--- src/rtl/dotgen_pkg.sv ---
package dotgen_pkg;
  localparam int unsigned LFSR_W_DEF = 24;
  localparam int unsigned MASK_W_DEF = 8;
  localparam int unsigned CNT_W_DEF  = 23;
  // feedback taps: stages 23, 22, 21, 16 (maximal length for 24 stages)
  localparam logic [LFSR_W_DEF-1:0] TAPS_DEF = 24'hE10000;
  localparam logic [LFSR_W_DEF-1:0] SEED_DEF = 24'h9E3779;
endpackage

--- src/rtl/dotgen_lfsr.sv ---
module dotgen_lfsr #(
  parameter int unsigned        SW   = dotgen_pkg::LFSR_W_DEF,
  parameter logic [SW-1:0]      TAPS = dotgen_pkg::TAPS_DEF,
  parameter logic [SW-1:0]      SEED = dotgen_pkg::SEED_DEF
) (
  input  logic          clk,
  input  logic          rst,
  input  logic          reseed,
  output logic [SW-1:0] state
);
  logic fb;
  assign fb = ^(state & TAPS);

  always_ff @(posedge clk) begin
    if (rst || reseed) state <= SEED;
    else               state <= {state[SW-2:0], fb};
  end
endmodule

--- src/rtl/dotgen_density.sv ---
module dotgen_density #(
  parameter int unsigned MW = dotgen_pkg::MASK_W_DEF
) (
  input  logic          clk,
  input  logic          rst,
  input  logic          load,
  input  logic [MW-1:0] mask_in,
  input  logic [MW-1:0] taps,
  output logic [MW-1:0] mask_act,
  output logic          dot
);
  logic [MW-1:0] term;

  // an unselected tap contributes a constant 1 to the AND
  for (genvar i = 0; i < MW; i++) begin : g_term
    assign term[i] = taps[i] | ~mask_act[i];
  end

  always_ff @(posedge clk) begin
    if (rst) begin
      mask_act <= mask_in;
      dot      <= 1'b0;
    end else begin
      dot <= &term;
      if (load) mask_act <= mask_in;
    end
  end
endmodule

--- src/rtl/dotgen_frame_ctr.sv ---
module dotgen_frame_ctr #(
  parameter int unsigned CW = dotgen_pkg::CNT_W_DEF
) (
  input  logic          clk,
  input  logic          rst,
  input  logic [CW-1:0] preload,
  output logic [CW-1:0] cnt,
  output logic          wrap
);
  localparam logic [CW-1:0] LAST = {CW{1'b1}};

  assign wrap = (cnt == LAST);

  always_ff @(posedge clk) begin
    if (rst || wrap) cnt <= preload;
    else             cnt <= cnt + 1'b1;
  end
endmodule

--- src/rtl/dot_stream_gen.sv ---
module dot_stream_gen #(
  parameter int unsigned          CNT_W  = dotgen_pkg::CNT_W_DEF,
  parameter int unsigned          LFSR_W = dotgen_pkg::LFSR_W_DEF,
  parameter int unsigned          MASK_W = dotgen_pkg::MASK_W_DEF,
  parameter logic [LFSR_W-1:0]    TAPS   = dotgen_pkg::TAPS_DEF,
  parameter logic [LFSR_W-1:0]    SEED   = dotgen_pkg::SEED_DEF
) (
  input  logic              clk,
  input  logic              rst,
  input  logic [MASK_W-1:0] dot_mask_i,
  input  logic [CNT_W-1:0]  frame_preload_i,
  input  logic              reseed_en_i,
  output logic              dot_o
);
  logic [CNT_W-1:0]  frame_cnt;
  logic              frame_wrap;
  logic              reseed;
  logic [LFSR_W-1:0] lfsr_state;
  logic [MASK_W-1:0] mask_live;

  assign reseed = frame_wrap & reseed_en_i;

  dotgen_frame_ctr #(.CW(CNT_W)) i_ctr (
    .clk     (clk),
    .rst     (rst),
    .preload (frame_preload_i),
    .cnt     (frame_cnt),
    .wrap    (frame_wrap)
  );

  dotgen_lfsr #(.SW(LFSR_W), .TAPS(TAPS), .SEED(SEED)) i_lfsr (
    .clk    (clk),
    .rst    (rst),
    .reseed (reseed),
    .state  (lfsr_state)
  );

  dotgen_density #(.MW(MASK_W)) i_dens (
    .clk      (clk),
    .rst      (rst),
    .load     (frame_wrap),
    .mask_in  (dot_mask_i),
    .taps     (lfsr_state[MASK_W-1:0]),
    .mask_act (mask_live),
    .dot      (dot_o)
  );
endmodule

--- config.mk ---
export PLATFORM = sky130hd
export DESIGN_NAME = dot_stream_gen
export DESIGN_NICKNAME = d
export VERILOG_FILES = /design/src/rtl/dotgen_pkg.sv /design/src/rtl/dotgen_lfsr.sv /design/src/rtl/dotgen_density.sv /design/src/rtl/dotgen_frame_ctr.sv /design/src/rtl/dot_stream_gen.sv
export SDC_FILE = /design/constraint.sdc
export NUM_CORES = 1
export LEC_CHECK = 0
export ABC_AREA = 0
export BUFFER_PORTS_ARGS = -buffer_cell sky130_fd_sc_hd__buf_2
export CAP_MARGIN = 20
export CORE_MARGIN = 4
export CORE_UTILIZATION = 40
export CTS_BUF_LIST = sky130_fd_sc_hd__clkbuf_4
export CTS_CLUSTER_SIZE = 40
export DETAILED_ROUTE_END_ITERATION = 16
export SYNTH_ARGS = -nofsm -noshare
export SYNTH_HDL_FRONTEND = slang
export SYNTH_SLANG_ARGS = --single-unit
--- constraint.sdc ---
create_clock -name clk -period 2.8 [get_ports clk]
set_input_delay 0.14 -clock clk [delete_from_list [all_inputs] [get_ports clk]]
set_output_delay 0.14 -clock clk [all_outputs]
set_load 0.02 [all_outputs]
# After elaboration in Yosys (flattened, before gate mapping)
# Index checks and enable logic that the tools add are counted.
[totals]
ff_bits = 56
out_inout_bits = 1
wordCells = 31
[classes]
add_sub_neg = 1
n_eq_ne = 1
n_mux = 3
bitwise = 17
n_reduce_logical = 5
[ops]
columns = ["operator", "n"]
rows = [
  ["$reduce_xor 24->1", 1],
  ["$add 23x1->23 const B", 1],
  ["$eq 23x23->1 const B", 1],
  ["$mux 23", 1],
  ["$mux 8", 2],
  ["$not 1->1", 8],
  ["$or 1x1->1", 8],
  ["$reduce_and 8->1", 1],
  ["$logic_or 1x1->1", 2],
  ["$reduce_bool 2->1", 1],
  ["$and 1x1->1", 1],
]

# Longest topological paths before layout
# Gate-level depths: netlist of run 1.
[logic_depth]
depth_word = 3
depth_mapped = 7
mapped_depth_nobuf = 6

# Hierarchy
# Synthesis of run 1 repeated with hierarchy kept, for this count alone.
[hier_totals]
hier_cells = 210
hier_area_um2 = 2233.4
[by_module_without_submodules]
columns = ["module", "instances", "cells_each", "area_each_um2", "seq_area_each_um2"]
rows = [
  ["dotgen_frame_ctr", 1, 134, 1193.6, 460.4],
  ["dotgen_lfsr", 1, 54, 671.9, 480.5],
  ["dotgen_density", 1, 21, 361.6, 260.2],
  ["dot_stream_gen", 1, 1, 6.3, 0.0],
]

# Worst setup path before layout of run 1
# Ideal clock, no wire load.
[synth_timing]
path_type = "flip-flop to flip-flop"
from = "reg i_ctr.cnt[0]"
to = "reg i_dens.mask_act[0], enable pin"
setup_time_ps = 308
arrival_ps = 1299
required_ps = 2492
slack_ps = 1193
path_stages_with_launch = 6
synth_period_minus_slack_ps = 1607
cell_sequence = "dfxtp_1 > ha_1 > nand3_2 > nor3_2 > a31o_2 > buf_4"
[synth_via]
elab_chain_len = 2
[synth_rtl]
columns = ["item", "line_no", "rtl"]
rows = [
  ["start: declaration", "dotgen_frame_ctr.sv:7", "output logic [CW-1:0] cnt,"],
  ["start signal: assignment", "dotgen_frame_ctr.sv:15", "if (rst || wrap) cnt <= preload;"],
  ["start signal: assignment", "dotgen_frame_ctr.sv:16", "else cnt <= cnt + 1'b1;"],
  ["$eq 23x23->1", "dotgen_frame_ctr.sv:12", "assign wrap = (cnt == LAST);"],
  ["$reduce_bool 2->1 (no line)", "--", ""],
  ["end signal: assignment", "dotgen_density.sv:21", "mask_act <= mask_in;"],
  ["end signal: assignment", "dotgen_density.sv:25", "if (load) mask_act <= mask_in;"],
  ["end: declaration", "dotgen_density.sv:9", "output logic [MW-1:0] mask_act,"],
]
# Every way passes these cells.
# A chain may end at the register's enable or synchronous reset.

# Final worst setup path of run 1
[layout_timing]
from = "reg i_ctr.cnt[0]"
to = "reg i_dens.mask_act[4], enable pin"
# The elaborated chain is that of the path after synthesis.

==> impl_metrics.yaml, run 1 <==
setup_path:
  r2r_slack_ns: 0.75
  slowest_delay_ns: 0.50
  r2r_cells: 5
  worst_path_max_delay_cell: "a31o_2"
  rr_endpoint: "i_dens.mask_act[4]"
  timing.critical_path.buf_inv: 1
  path_class: "flip-flop to flip-flop"
  r2r_start: "i_ctr.cnt[0]"
  critPathMaxFanout: 25
  endpoint_kind: "flip-flop"
  worstPathRequired_ns: 2.89
  arrival_ns: 2.14
  worstPathCellList: "ha_1, nand3_2, nor3_2, a31o_2, buf_4"
  crit_family: "compound AO/OA/AOI/OAI gates"
  worstSetupStartpointType: "flip-flop"
synth:
  yosysMostFrequentCell: "dfxtp_1"
  synth_edf_count: 8
  syn_inst: 206
  ys_warn_count: 0
  ys_types: 36
  synth_area_per_cell_um2: 10.7
  syn_nets: 241
  synth_top_area_share: 0.436
  synth_common_cells: "dfxtp_1 (48), nand2_1 (27), o21ai_0 (17), xor2_1 (14)"
  ys_ff_latch: 56
  async_flop_share: 0
  synth_area_leaders: "dfxtp_1 (44%), edfxtp_1 (11%), xor2_1 (5.6%)"
  yosysTopAreaCell: "dfxtp_1"
  synthesis.area_um2: 2200
  seq_area_frac_synth: 0.545
  synth-main-ff-cell: "dfxtp_1"
sta:
  min_period_ns: 2.05
  rsz0062_at_grt: "no"
  fin_setup_tns_ns: 0
  worstMarginPinSlew_ns: 0.592
  period_share: 0.732
  finClkSkew_ns: 0.0209
  hold_violations: 0
  fmax_ghz: 0.488
  slew-limit-headroom: 0.605
  setup_viol: 0
  maxSlewViolCount: 0
  finalWorstSetupSlack_ns: 0.750
detailed_routing:
  drc_errors: 0
  drt_wl_total_um: 3900
  detail-route-antenna-nets: 0
  drtIter0Drc: 38
  vias: 1557
  vias_per_cell: 4.51
  wl_per_cell_um: 11.3
  dr.pass1.iters: 4
floorplan:
  rows: 26
  die-height_um: 82.2
  die-area_um2: 6760
  core_region_area_um2: 5200
  die_w_um: 82.2
  start_util: 0.423
  ioPinCount: 35
place:
  postPlaceCellArea_um2: 2430
  numPortBuffers: 34
  place_ws_ns: 0.747
  hpwl_um: 2670
  dp.cells: 306
  place.gp.congestion: 0.777
clock_network:
  cts_resized: 0
  clk_path_buf_depth: 2
  post_cts_buffers: 0
  cts_hold_buf: 31
  numCtsBuffers: 5
  clkTransAtPathRegs_ns: 0.14
  cts_tree: "built"
  htree_levels: 2
  clock-sinks: 56
  worstSkewPairLatency_ns: 0.37
  cts-root-buf: "clkbuf_4"
global_routing:
  grt_usage: 0.131
  grt_pass1_wl_um: 6680
  antenna_found_initial: 0
  grt_max_degree: 26
  grt_overflow: 0
  grt_pass1_vias: 1549
cells_and_area:
  design_area_um2: 2800
  nNetsFinal: 309
  nFillCells: 484
  fin_util: 0.537
  finalNonFillerCells: 345
  syn_to_final_growth_pct: 26.9
  drive_gt1_frac: 0.236
  diodes: 0
power:
  leakage_nw: 1.15
  powerDensity_nw_per_um2: 526
  peakVddDrop_uv: 251
worst_hold_path:
  hold_class: "input pin to flip-flop"
  hold_depth: 2
  min_from: "rst"
  min_to: "i_dens.dot"
run:
  cap_violations: 0
run_status:
  status: "finished, final reports clean"
worst max path at each step:
stage,cells past startpoint,slack (ns),startpoint,to
6_report,5,0.75,i_ctr.cnt[0],i_dens.mask_act[4]
5_1_grt,5,0.60,i_ctr.cnt[0],i_dens.mask_act[4]
4_1_cts,5,0.72,i_ctr.cnt[0],i_dens.mask_act[4]
3_5_place_dp,5,0.75,i_ctr.cnt[0],i_dens.mask_act[4]
3_3_place_gp,5,0.80,i_ctr.cnt[0],i_dens.mask_act[4]
2_1_floorplan,5,1.19,i_ctr.cnt[0],i_dens.mask_act[0]
layer usage:
metal | vias to the layer above | part of all wire | global-route usage
met2 | 23 | 0.48 | 0.223
met4 | 0 | 0.015 | 0.0498
met1 | 701 | 0.47 | 0.156
li1 | 827 | - | -
met5 | - | 0 | 0
met3 | 6 | 0.037 | 0.0369
power by group:
part	internal (mW)	leakage, nW	switching (mW)
clock network	0.118	0.0361	0.235
logic	0.109	0.632	0.0737
registers	0.883	0.480	0.0509
per-stage QoR:
stage	power [mW]	hold slack [ns]
floorplan	1.05	0.223
global placement	1.10	0.322
detailed placement	1.10	0.319
CTS	1.49	0.0518
global route	1.55	0.0390
finish	1.47	0.0620
layout by cell type (no fill, tap or decap), types with 2 or more instances in the layout:
cell,synthesis,layout
nor2_1,5,5
dfxtp_1,48,48
o21ai_1,4,4
nand4_1,6,6
o221ai_1,2,2
nand2b_1,9,9
buf_4,2,2
xnor2_1,9,9
nand3_1,7,7
edfxtp_1,8,8
and3_1,2,2
inv_1,10,10
clkbuf_4,0,7
nand4_4,2,2
and2_4,10,10
o21ai_0,17,17
dlygate4sd3_1,0,31
buf_2,2,34
or2b_1,4,4
xor2_1,14,14
nand2_1,27,27
cell families (layout without fill, tap and decap cells):
group	count (synthesis)	after routing	share of synthesized area
and+or+nand+nor	79	79	0.227
DFF	56	56	0.545
AOI/OAI and AO/OA	30	30	0.0869
xor gates and xnor gates	23	23	0.0915
buffers and inverters	16	85	0.0386
adders and majority gates	1	1	0.00568
muxes	1	1	0.00511
cell type report:
class                   instances  area [µm²]  area share
flip-flops and latches         56        1200       0.430
multi-input cells             134         916       0.328
repair buffers                 67         495       0.177
well taps                      70        87.6      0.0313
clock buffers                   7        52.6      0.0188
inverters                      10        37.5      0.0134
clock inverters                 1        5.00     0.00179
registers in the layout, summed over array words and instances, names as in the netlist:
register / cells
i_dens.mask_act: 8
i_ctr.cnt: 23
i_lfsr.state: 24
i_dens.dot: 1
(Power assumes the default switching activity.)
==> inputs of run 2 (changes only) <==
--- a/config.mk
+++ b/config.mk
@@ -5,7 +5,7 @@
 export SDC_FILE = /design/constraint.sdc
 export NUM_CORES = 1
 export LEC_CHECK = 0
-export ABC_AREA = 0
+export ABC_AREA = 1
 export BUFFER_PORTS_ARGS = -buffer_cell sky130_fd_sc_hd__buf_2
 export CAP_MARGIN = 20
 export CORE_MARGIN = 4
==> constraint.sdc (replaced) <==
create_clock -name clk -period 1.74 [get_ports clk]
set_input_delay 0.087 -clock clk [delete_from_list [all_inputs] [get_ports clk]]
set_output_delay 0.087 -clock clk [all_outputs]
set_load 0.02 [all_outputs]
==> run 2 against run 1 <==
- via count rose by 31%
- die area rose by 7.7%
- area after synthesis rose by 8.6%
- highest routed layer unchanged
- sequential share of layout area decreased by 4.4 points
- clock skew decreased by 0.0082 ns
- synthesized cell count up 50%
- worst setup slack worse by 0.62 ns
- register-to-register slack worse by 0.62 ns
- clock power is 64% higher
==> impl_metrics.yaml, run 2 <==
setup_path:
  worstPathRequired_ns: 1.85
  worstSetupStartpointType: "flip-flop"
  endpoint_kind: "flip-flop"
  arrival_ns: 1.71
  worstPathCellList: "ha_4, inv_2, nor2_4, nand2_2, nor2_4, nand2_1, nand2_2, buf_6"
  worst_path_max_delay_cell: "dfxtp_2"
  timing.critical_path.buf_inv: 2
  r2r_slack_ns: 0.14
  slowest_delay_ns: 0.39
  path_class: "flip-flop to flip-flop"
  critPathMaxFanout: 6
  crit_family: "simple AND/OR/NAND/NOR gates"
run:
  cap_violations: 0
worst_hold_path:
  hold_class: "input pin to flip-flop"
cells_and_area:
  nFillCells: 550
  final_common_cell: "nand2_1"
  largest_registers: "i_lfsr.state: 24 flops, i_ctr.cnt: 23 flops, i_dens.mask_act: 8 flops"
  largest_register_ffs: 24
  drive_gt1_frac: 0.199
  nNetsFinal: 425
  finalNonFillerCells: 463
  regMostFlops: "i_lfsr.state"
  syn_to_final_growth_pct: 30.4
  multiInputGateArea_um2: 1040
  fin_util: 0.552
  seqCellArea_um2: 1200
  mostFrequentLayoutCells: "nand2_1 (108), dfxtp_1 (46), nor2_1 (37)"
  diodes: 0
sta:
  fin_setup_tns_ns: 0
  maxSlewViolCount: 0
  fmax_ghz: 0.623
  period_share: 0.922
  slew-limit-headroom: 0.779
  min_period_ns: 1.60
  setup_viol: 0
  finClkSkew_ns: 0.0127
  worstMarginPinSlew_ns: 0.331
  rsz0062_at_grt: "no"
  hold_violations: 0
  finalHoldWorstSlack_ns: 0.0796
synth:
  syn_inst: 310
  synth-main-ff-cell: "dfxtp_1"
  synth_area_leaders: "dfxtp_1 (40%), nand2_1 (17%), edfxtp_1 (10%)"
  synth_top_area_share: 0.402
  synth_edf_count: 8
  synth_area_per_cell_um2: 7.71
  yosysTopAreaCell: "dfxtp_1"
  synth_common_cells: "nand2_1 (108), dfxtp_1 (48), nor2_1 (38), inv_1 (32), nand3_1 (14)"
  async_flop_share: 0
  ys_warn_count: 0
  synthesis.area_um2: 2390
  syn_nets: 345
  ys_types: 23
  yosysMostFrequentCell: "nand2_1"
  ys_ff_latch: 56
  seq_area_frac_synth: 0.502
global_routing:
  grt_overflow: 0
  grt_max_degree: 23
  grt_usage: 0.146
  grt_pass1_vias: 1971
  grt_pass1_wl_um: 8540
  antenna_found_initial: 0
clock_network:
  clock-sinks: 56
  clkTransAtPathRegs_ns: 0.17
  htree_levels: 2
  clk_path_buf_depth: 2
  cts-root-buf: "clkbuf_4"
  numCtsBuffers: 5
  cts_tree: "built"
  worstSkewPairLatency_ns: 0.38
floorplan:
  core_region_area_um2: 5640
  ioPinCount: 35
  die_w_um: 85.3
  die-height_um: 85.3
  rows: 27
  start_util: 0.424
  die-area_um2: 7280
detailed_routing:
  vias: 2033
  drc_errors: 0
  dr.pass1.iters: 4
  vias_per_cell: 4.39
  drt_wl_total_um: 5150
  wl_per_cell_um: 11.1
  drtIter0Drc: 68
  detail-route-antenna-nets: 0
power:
  peakVddDrop_uv: 338
  powerDensity_nw_per_um2: 811
  leakage_nw: 1.45
  power_mw: 2.53
run_status:
  status: "finished, final reports clean"
place:
  hpwl_um: 3670
  dp.cells: 420
  place.gp.congestion: 0.858
  numPortBuffers: 34
-- run 2: cell types whose count changed in the layout (fill, tap and decap cells not counted), moves of 9 or more --
cell,before,now
nand2b_1,9,0
nand2_1,27,108
nor2_1,5,37
inv_1,10,32
nand2_2,0,13
and2_4,10,0
-- run 2: kinds of logic after synthesis --
kind of cell	count (synthesis)	synth area share
flip-flops	56	0.502
XOR/XNOR	17	0.0623
AND/OR/NAND/NOR	181	0.317
buffers and inverters	39	0.0743
adder cells (fa/ha/maj)	1	0.00523
AO/OA/AOI/OAI	16	0.0392
-- run 2: power by group --
group | internal [mW] | leakage (nW) | switching [mW] | total (mW)
Combinational | 0.215 | 0.930 | 0.211 | 0.427
Sequential | 1.44 | 0.481 | 0.0797 | 1.52
Clock | 0.164 | 0.0356 | 0.415 | 0.579
-- run 2: per-stage QoR --
step                area [µm²]  setup slack (ns)
floorplan                 2390            0.0204
global placement          2670             0.124
detailed placement        2670            0.0452
CTS                       3060           0.00718
global route              3120            0.0162
finish                    3120             0.135
-- run 2: repair_timing --
action	4_1_cts	5_1_grt
hold endpoints to repair	32	0
resized for setup	1	9
cloned	0	1
endpoints found under the setup margin	4	43
hold buffers	32	0
buffers inserted	0	2
pin swaps	0	1
-- run 2: path summary, 6_finish.rpt --
check | start | cells after the start | to
max | i_ctr.cnt[0] | 8 | i_dens.mask_act[0]
min | reseed_en_i | 3 | i_lfsr.state[0]
max reg2reg | i_ctr.cnt[0] | 8 | i_dens.mask_act[0]
min reg2reg | i_lfsr.state[14] | 2 | i_lfsr.state[15]
-- run 2: area by class of cell --
type | instances | share of cell area
well taps | 72 | 0.0289
clock inverters | 3 | 0.00723
clock buffers | 5 | 0.0120
inverters | 33 | 0.0397
multi-input cells | 216 | 0.335
repair buffers | 78 | 0.191
flip-flops and latches | 56 | 0.386
-- run 2: metal layers --
| layer | GRT usage | wire length [µm] | up-vias | part of all wire |
|---|---|---|---|---|
| met4 | 0.0446 | 88 | 0 | 0.017 |
| met1 | 0.195 | 2510 | 881 | 0.49 |
| met5 | 0 | 0 | - | 0 |
| met2 | 0.234 | 2280 | 41 | 0.44 |
| li1 | - | - | 1103 | - |
| met3 | 0.0320 | 267 | 8 | 0.052 |
-- run 2: tightest hold or removal path, stage by stage --
cell and delay [ns]:
buf_2 0.17, o21ai_4 0.12, nand2_2 0.06
